File: config.mk
export PLATFORM = sky130hd
export DESIGN_NAME = ack_slot_ctrl
export DESIGN_NICKNAME = d
export VERILOG_FILES = /design/src/rtl/ack_slot_pkg.sv /design/src/rtl/ack_bit_drive.sv /design/src/rtl/ack_outcome.sv /design/src/rtl/frame_counters.sv /design/src/rtl/ack_slot_ctrl.sv
export SDC_FILE = /design/constraint.sdc
export NUM_CORES = 1
export LEC_CHECK = 0
export BUFFER_PORTS_ARGS = -buffer_cell sky130_fd_sc_hd__buf_4
export CORE_ASPECT_RATIO = 0.9
export CORE_UTILIZATION = 35
export DETAILED_ROUTE_END_ITERATION = 8
export PLACE_DENSITY_LB_ADDON = 0.12
export SLEW_MARGIN = 0
export SYNTH_ARGS = -nofsm -noshare
export SYNTH_HDL_FRONTEND = slang
export SYNTH_HIERARCHICAL = 1
export SYNTH_SLANG_ARGS = --single-unit
File: constraint.sdc
create_clock -name clk -period 3.7 [get_ports clk]
set_clock_uncertainty 0.1 [all_clocks]
set_input_delay 0.74 -clock clk [delete_from_list [all_inputs] [get_ports clk]]
set_output_delay 0.74 -clock clk [all_outputs]
set_load 0.05 [all_outputs]
File: src/rtl/ack_slot_pkg.sv
package ack_slot_pkg;

  typedef enum logic [2:0] {
    FLD_IDLE      = 3'd0,
    FLD_BODY      = 3'd1,
    FLD_CRC_DELIM = 3'd2,
    FLD_ACK       = 3'd3,
    FLD_ACK_DELIM = 3'd4,
    FLD_EOF       = 3'd5
  } field_e;

  localparam logic DOM = 1'b0;
  localparam logic REC = 1'b1;

  // Level the node wants on the bus for the bit that starts now.
  function automatic logic drive_level(input field_e f, input logic tx_role,
                                       input logic crc_good, input logic forbid,
                                       input logic listen, input logic seq);
    logic lvl;
    lvl = REC;
    if (!listen) begin
      case (f)
        FLD_BODY: lvl = seq;
        FLD_ACK:  lvl = (!tx_role && crc_good && !forbid) ? DOM : REC;
        default:  lvl = REC;
      endcase
    end
    return lvl;
  endfunction

  // Internal loop-back acknowledge for a listen-only receiver.
  function automatic logic loop_ack(input field_e f, input logic tx_role,
                                    input logic crc_good, input logic listen);
    return listen && !tx_role && crc_good && (f == FLD_ACK);
  endfunction

  // Outcome of the acknowledge slot.
  function automatic logic slot_good(input logic tx_role, input logic bus_lvl,
                                     input logic self_test, input logic crc_good);
    return tx_role ? ((bus_lvl == DOM) || self_test) : crc_good;
  endfunction

  function automatic logic [63:0] count_step(input logic [63:0] v, input logic inc);
    return v + {63'd0, inc};
  endfunction

endpackage

File: src/rtl/ack_bit_drive.sv
module ack_bit_drive
  import ack_slot_pkg::*;
(
  input  logic   clk,
  input  logic   rst,
  input  field_e fld,
  input  logic   sync_strobe,
  input  logic   sp_strobe,
  input  logic   bus_bit,
  input  logic   seq_bit,
  input  logic   is_tx,
  input  logic   crc_ok,
  input  logic   md_ack_forbid,
  input  logic   md_listen,
  output logic   tx_bit,
  output logic   rx_bit
);

  logic next_drive;
  logic loop_dom;

  always_comb begin
    next_drive = drive_level(fld, is_tx, crc_ok, md_ack_forbid, md_listen, seq_bit);
    loop_dom   = loop_ack(fld, is_tx, crc_ok, md_listen);
  end

  always_ff @(posedge clk) begin
    if (rst) begin
      tx_bit <= REC;
    end else if (sync_strobe) begin
      tx_bit <= next_drive;
    end
  end

  always_ff @(posedge clk) begin
    if (rst) begin
      rx_bit <= REC;
    end else if (sp_strobe) begin
      rx_bit <= bus_bit & ~loop_dom;
    end
  end

  a_r2_hold_between_syncs: assert property (@(posedge clk) disable iff (rst)
    !sync_strobe |=> $stable(tx_bit));

  a_r4_forbid_recessive: assert property (@(posedge clk) disable iff (rst)
    (sync_strobe && md_ack_forbid && !is_tx && fld == FLD_ACK) |=> tx_bit);

  a_r5_listen_recessive: assert property (@(posedge clk) disable iff (rst)
    (sync_strobe && md_listen) |=> tx_bit);

  a_r6_listen_loopback: assert property (@(posedge clk) disable iff (rst)
    (sp_strobe && md_listen && !is_tx && crc_ok && fld == FLD_ACK) |=> !rx_bit);

  a_r6_plain_sample: assert property (@(posedge clk) disable iff (rst)
    (sp_strobe && fld != FLD_ACK) |=> (rx_bit == $past(bus_bit)));

endmodule

File: src/rtl/ack_outcome.sv
module ack_outcome
  import ack_slot_pkg::*;
(
  input  logic clk,
  input  logic rst,
  input  logic ack_sample,
  input  logic eof_entry,
  input  logic is_tx,
  input  logic bus_bit,
  input  logic crc_ok,
  input  logic md_self_test,
  output logic ack_err,
  output logic tx_good_evt,
  output logic rx_good_evt
);

  logic armed_q;
  logic good_q;
  logic role_tx_q;
  logic good_now;

  always_comb begin
    good_now    = slot_good(is_tx, bus_bit, md_self_test, crc_ok);
    tx_good_evt = eof_entry && armed_q && good_q && role_tx_q;
    rx_good_evt = eof_entry && armed_q && good_q && !role_tx_q;
  end

  always_ff @(posedge clk) begin
    if (rst) begin
      armed_q   <= 1'b0;
      good_q    <= 1'b0;
      role_tx_q <= 1'b0;
      ack_err   <= 1'b0;
    end else begin
      ack_err <= ack_sample && is_tx && !good_now;
      if (ack_sample) begin
        armed_q   <= 1'b1;
        good_q    <= good_now;
        role_tx_q <= is_tx;
      end else if (eof_entry) begin
        armed_q <= 1'b0;
      end
    end
  end

  a_r7_err_one_clock: assert property (@(posedge clk) disable iff (rst)
    ack_err |=> !ack_err);

  a_r8_selftest_no_err: assert property (@(posedge clk) disable iff (rst)
    (ack_sample && is_tx && md_self_test) |=> !ack_err);

  a_r7_err_not_counted: assert property (@(posedge clk) disable iff (rst)
    ack_err |-> !(armed_q && good_q));

endmodule

File: src/rtl/frame_counters.sv
module frame_counters
  import ack_slot_pkg::*;
#(
  parameter int CNT_W = 32,
  parameter int NUM   = 2
) (
  input  logic                       clk,
  input  logic                       rst,
  input  logic [NUM-1:0]             inc,
  output logic [NUM-1:0][CNT_W-1:0]  cnt
);

  localparam int PAD = 64 - CNT_W;

  for (genvar i = 0; i < NUM; i++) begin : g_cnt
    logic [63:0] wide_next;
    always_comb wide_next = count_step({{PAD{1'b0}}, cnt[i]}, inc[i]);

    always_ff @(posedge clk) begin
      if (rst) cnt[i] <= '0;
      else     cnt[i] <= wide_next[CNT_W-1:0];
    end

    a_r11_single_step: assert property (@(posedge clk) disable iff (rst)
      (cnt[i] != $past(cnt[i])) |-> (cnt[i] == $past(cnt[i]) + CNT_W'(1)));
  end

endmodule

File: src/rtl/ack_slot_ctrl.sv
module ack_slot_ctrl
  import ack_slot_pkg::*;
#(
  parameter int CNT_W = 32
) (
  input  logic             clk,
  input  logic             rst,
  input  logic [2:0]       field,
  input  logic             sp_strobe,
  input  logic             sync_strobe,
  input  logic             bus_bit,
  input  logic             seq_bit,
  input  logic             is_tx,
  input  logic             crc_ok,
  input  logic             md_self_test,
  input  logic             md_ack_forbid,
  input  logic             md_listen,
  output logic             tx_bit,
  output logic             rx_bit,
  output logic             ack_err,
  output logic [CNT_W-1:0] tx_frames,
  output logic [CNT_W-1:0] rx_frames
);

  localparam int IDX_TX = 0;
  localparam int IDX_RX = 1;

  field_e fld;
  field_e fld_q;
  logic   ack_sample;
  logic   eof_entry;
  logic   tx_good_evt;
  logic   rx_good_evt;
  logic [1:0]            inc_vec;
  logic [1:0][CNT_W-1:0] cnt_vec;

  always_comb begin
    fld        = field_e'(field);
    ack_sample = sp_strobe && (fld == FLD_ACK);
    eof_entry  = (fld == FLD_EOF) && (fld_q != FLD_EOF);
    inc_vec[IDX_TX] = tx_good_evt;
    inc_vec[IDX_RX] = rx_good_evt;
    tx_frames  = cnt_vec[IDX_TX];
    rx_frames  = cnt_vec[IDX_RX];
  end

  always_ff @(posedge clk) begin
    if (rst) fld_q <= FLD_IDLE;
    else     fld_q <= fld;
  end

  ack_bit_drive u_drive (
    .clk           (clk),
    .rst           (rst),
    .fld           (fld),
    .sync_strobe   (sync_strobe),
    .sp_strobe     (sp_strobe),
    .bus_bit       (bus_bit),
    .seq_bit       (seq_bit),
    .is_tx         (is_tx),
    .crc_ok        (crc_ok),
    .md_ack_forbid (md_ack_forbid),
    .md_listen     (md_listen),
    .tx_bit        (tx_bit),
    .rx_bit        (rx_bit)
  );

  ack_outcome u_outcome (
    .clk          (clk),
    .rst          (rst),
    .ack_sample   (ack_sample),
    .eof_entry    (eof_entry),
    .is_tx        (is_tx),
    .bus_bit      (bus_bit),
    .crc_ok       (crc_ok),
    .md_self_test (md_self_test),
    .ack_err      (ack_err),
    .tx_good_evt  (tx_good_evt),
    .rx_good_evt  (rx_good_evt)
  );

  frame_counters #(.CNT_W(CNT_W), .NUM(2)) u_cnt (
    .clk (clk),
    .rst (rst),
    .inc (inc_vec),
    .cnt (cnt_vec)
  );

  a_r7_err_after_sample: assert property (@(posedge clk) disable iff (rst)
    ack_err |-> $past(ack_sample));

  a_r9_tx_only_at_eof: assert property (@(posedge clk) disable iff (rst)
    (tx_frames != $past(tx_frames)) |-> $past(eof_entry));

  a_r10_rx_only_at_eof: assert property (@(posedge clk) disable iff (rst)
    (rx_frames != $past(rx_frames)) |-> $past(eof_entry));

  a_r11_one_side_per_frame: assert property (@(posedge clk) disable iff (rst)
    !(tx_good_evt && rx_good_evt));

endmodule

==> impl_metrics.tcl <==
set metrics [dict create \
    route.detailed.drc 0 \
    routed_wl_mm 7.85 \
    die_area_mm2 0.0101 \
    syn2layout_area_growth_pct 25.8 \
    synthMuxAreaShare_pct 2.66 \
    async_flop_share_pct 0 \
    numCtsBuffers 9 \
    antenna_found_initial 0 \
    netlist.area_leader.share_pct 43.1 \
    finalCritPeriodShare_pct 78.3 \
    design_area_mm2 0.00426 \
    setup_violations 0 \
    cts_sinks 73 \
    nFillCells 936 \
    slew_headroom_pct 40.6 \
    grt_max_degree 84 \
    p_sw_share_pct 21.1 \
    vias_per_cell 5.22 \
    min-delay-path-class "flop to flop" \
    htreeDepth 3 \
    die_h_um 95.3 \
    p_per_area_mw_per_mm2 341 \
    dr_total_vias 3077 \
    layout-drive-gt1-share_pct 23.5 \
    grt_pass1_wl_mm 13.0 \
    drv_slew 0 \
    synth_edf_count 0 \
    ys_types 38 \
    syn_area_per_cell_um2 8.62 \
    regArea_mm2 0.00146 \
    grtUsageTotal_pct 16.1 \
    crit_type "primary input to flop" \
    rsz0062_at_grt "false" \
    firstDrtPassIters 4 \
    cts_setup_buffers 0 \
    dp_hpwl_mm 5.40 \
    synthXorXnorAreaFrac_pct 6.46 \
    num_rows 33 \
    wl_per_cell_um 13.3 \
    dpl.cell_count 575 \
    syn_area_mm2 0.00339 \
    fin_cells 590 \
    synth_top_family_by_area "simple AND/OR/NAND/NOR gates" \
    ctsResizeCount 0 \
    netlist_top_cells_area "dfxtp_1 43%, a21oi_1 4.4%, nor2_1 4.2%" \
    clk_pin_slew_ps 70 \
    tightest_slew_ps 890 \
    synth_compound_area_share_pct 10.6 \
    place_congestion 0.721 \
    place_area_mm2 0.00407 \
    grt_pass1_vias 2737 \
    seqPwrFrac_pct 54.3 \
    endpoint_kind "flop" \
    synth_top_cell_by_area "dfxtp_1" \
    p_leak_uw 0.00162 \
    period_minus_slack_ps 2900 \
    hold_ws_ps 379 \
    syn_inst 393 \
    clk_latency_ps 340 \
    ys_seq_area_share_pct 43.1 \
    n_antenna_cell 0 \
    synth_seq_cells 73 \
    grt_overflow 0 \
    critPathMaxFanout 9 \
    yosysWarnings 6 \
    cts_buffer_depth 2 \
    synth_fp_nets 412 \
    multi_input_area_mm2 0.00182 \
    pwr-share-clk_pct 42.8 \
    cts_tree "yes" \
    fmax_ghz 0.345 \
    ir_drop_mv 0.176 \
    start_util_pct 36.6 \
    cap_viol_max_count 0 \
    worst_ep_arrival_time_ps 3060 \
    internal_power_uw 1150 \
    yosys.area_share.simple_pct 32.1 \
    tns_ps 0 \
    port_buffers 80 \
    final-hold-violation-count 0 \
    synth_fa_ha_area_share_pct 1.85 \
    p_comb_share_pct 3.0 \
    ant_nets 0 \
    power_switching_uw 308 \
    worst_setup_path_start_kind "primary input" \
    cts-root-buf "clkbuf_8" \
    status "completed" \
    io_pins 81 \
    first_iter_violations 118 \
    cp.required_ps 3860 \
    core_mm2 0.00925 \
    dieWidth_um 106 \
    cts_hold_buf 0 \
    synth_top_flop_cell "dfxtp_1" \
    final_nets 483 \
]
==> per-layer routing <==
layer / track usage, % / vias up / wire [um]
met2: 25.2 / 63 / 3520
met3: 3.96 / 9 / 333
li1: - / 1578 / -
met4: 5.90 / 0 / 108
met1: 21.5 / 1427 / 3890
met5: 0 / - / 0
==> placed cells by master, fill, tap and decap left out, types with 2 or more instances in the layout <==
cell      instances
o21ai_0          14
or3_2             3
a21oi_1          30
dfxtp_1          73
nand4_1          18
o31ai_1          14
nor2_1           38
nand2_1          21
xnor2_1          10
nor2b_1          15
and4_1            9
inv_1             8
nor4_1            5
mux2_2            8
nand2b_1          3
buf_4            81
clkbuf_8         11
or4_1            15
or3_1            11
nor3_1            8
clkinv_2          2
nand3_1          25
xor2_1           15
ha_1              5
and3b_1           2
and3_1           10
==> sequential cells by signal, summed over array words and instances, names as in the netlist <==
name                 count
u_outcome/good_q         1
u_outcome/armed_q        1
u_drive/tx_bit           1
fld_q                    3
u_outcome/ack_err        1
u_cnt/cnt               64
u_drive/rx_bit           1
u_outcome/role_tx_q      1
==> synth_stat cells, drive strengths merged (2+ instances only) <==
cell type	n
clkbuf	18
inv	8
xnor2	10
o31ai	14
dfxtp	73
nor4	5
nand2	21
nor2b	15
xor2	15
o21ai	14
or3	14
nor2	38
nand4	18
and3	11
and4	9
nor3	9
or4	15
mux2	8
nand2b	3
and3b	2
nand3	26
a21oi	30
ha	5
buf	3
==> cell families after synthesis <==
group,Yosys count
simple gates,192
flops,73
compound gates,61
buf+inv,29
xor+xnor,25
mux,8
fa+ha+maj,5
==> worst max-delay path, cell delays in order <==
cell	delay, ps
buf_4	130
nor3_2	180
nand3_1	110
nor2_1	150
ha_1	210
nand4_1	160
or4_1	670
or4_1	560
a21oi_1	140
==> path summary, 6_finish.rpt <==
kind | depth (start not counted) | end | start | slack [ps]
worst min-delay path | 2 | u_outcome/armed_q$_SDFFE_PP0P_ | u_outcome/armed_q$_SDFFE_PP0P_ | 380
worst max-delay path | 9 | u_cnt/cnt[31]$_SDFF_PP0_ | field[1] | 800
worst min register to register | 2 | u_outcome/armed_q$_SDFFE_PP0P_ | u_outcome/armed_q$_SDFFE_PP0P_ | 380
worst max register to register | 9 | u_cnt/cnt[31]$_SDFF_PP0_ | fld_q[1]$_SDFF_PP0_ | 870
==> power by group through the flow <==
| stage | clock [uW] | combinational, uW | sequential (uW) |
|---|---|---|---|
| 4_1_cts | 654 | 43.9 | 790 |
| 2_1_floorplan | 0 | 20.3 | 811 |
| 6_report | 623 | 43.3 | 790 |
| 5_1_grt | 679 | 48.0 | 790 |
| 3_5_place_dp | 0 | 43.9 | 808 |
| 3_3_place_gp | 0 | 43.4 | 808 |
==> cell type report <==
| class | instances | share of cell area, % |
|---|---|---|
| clock buffer | 12 | 3.64 |
| clock inverter | 3 | 0.939 |
| inverter | 8 | 0.704 |
| multi-input combinational | 291 | 42.6 |
| sequential | 73 | 34.3 |
| tap | 122 | 3.58 |
| timing repair buffer | 81 | 14.3 |
==> through the flow <==
stage	utilization (%)	total power [uW]	setup WS, ps
floorplan	-	832	799
global placement	44.0	851	499
detailed placement	44.0	852	450
CTS	46.1	1490	810
global route	46.1	1520	621
finish	46.1	1460	802
Note: power is estimated with default switching activity, not from simulation.
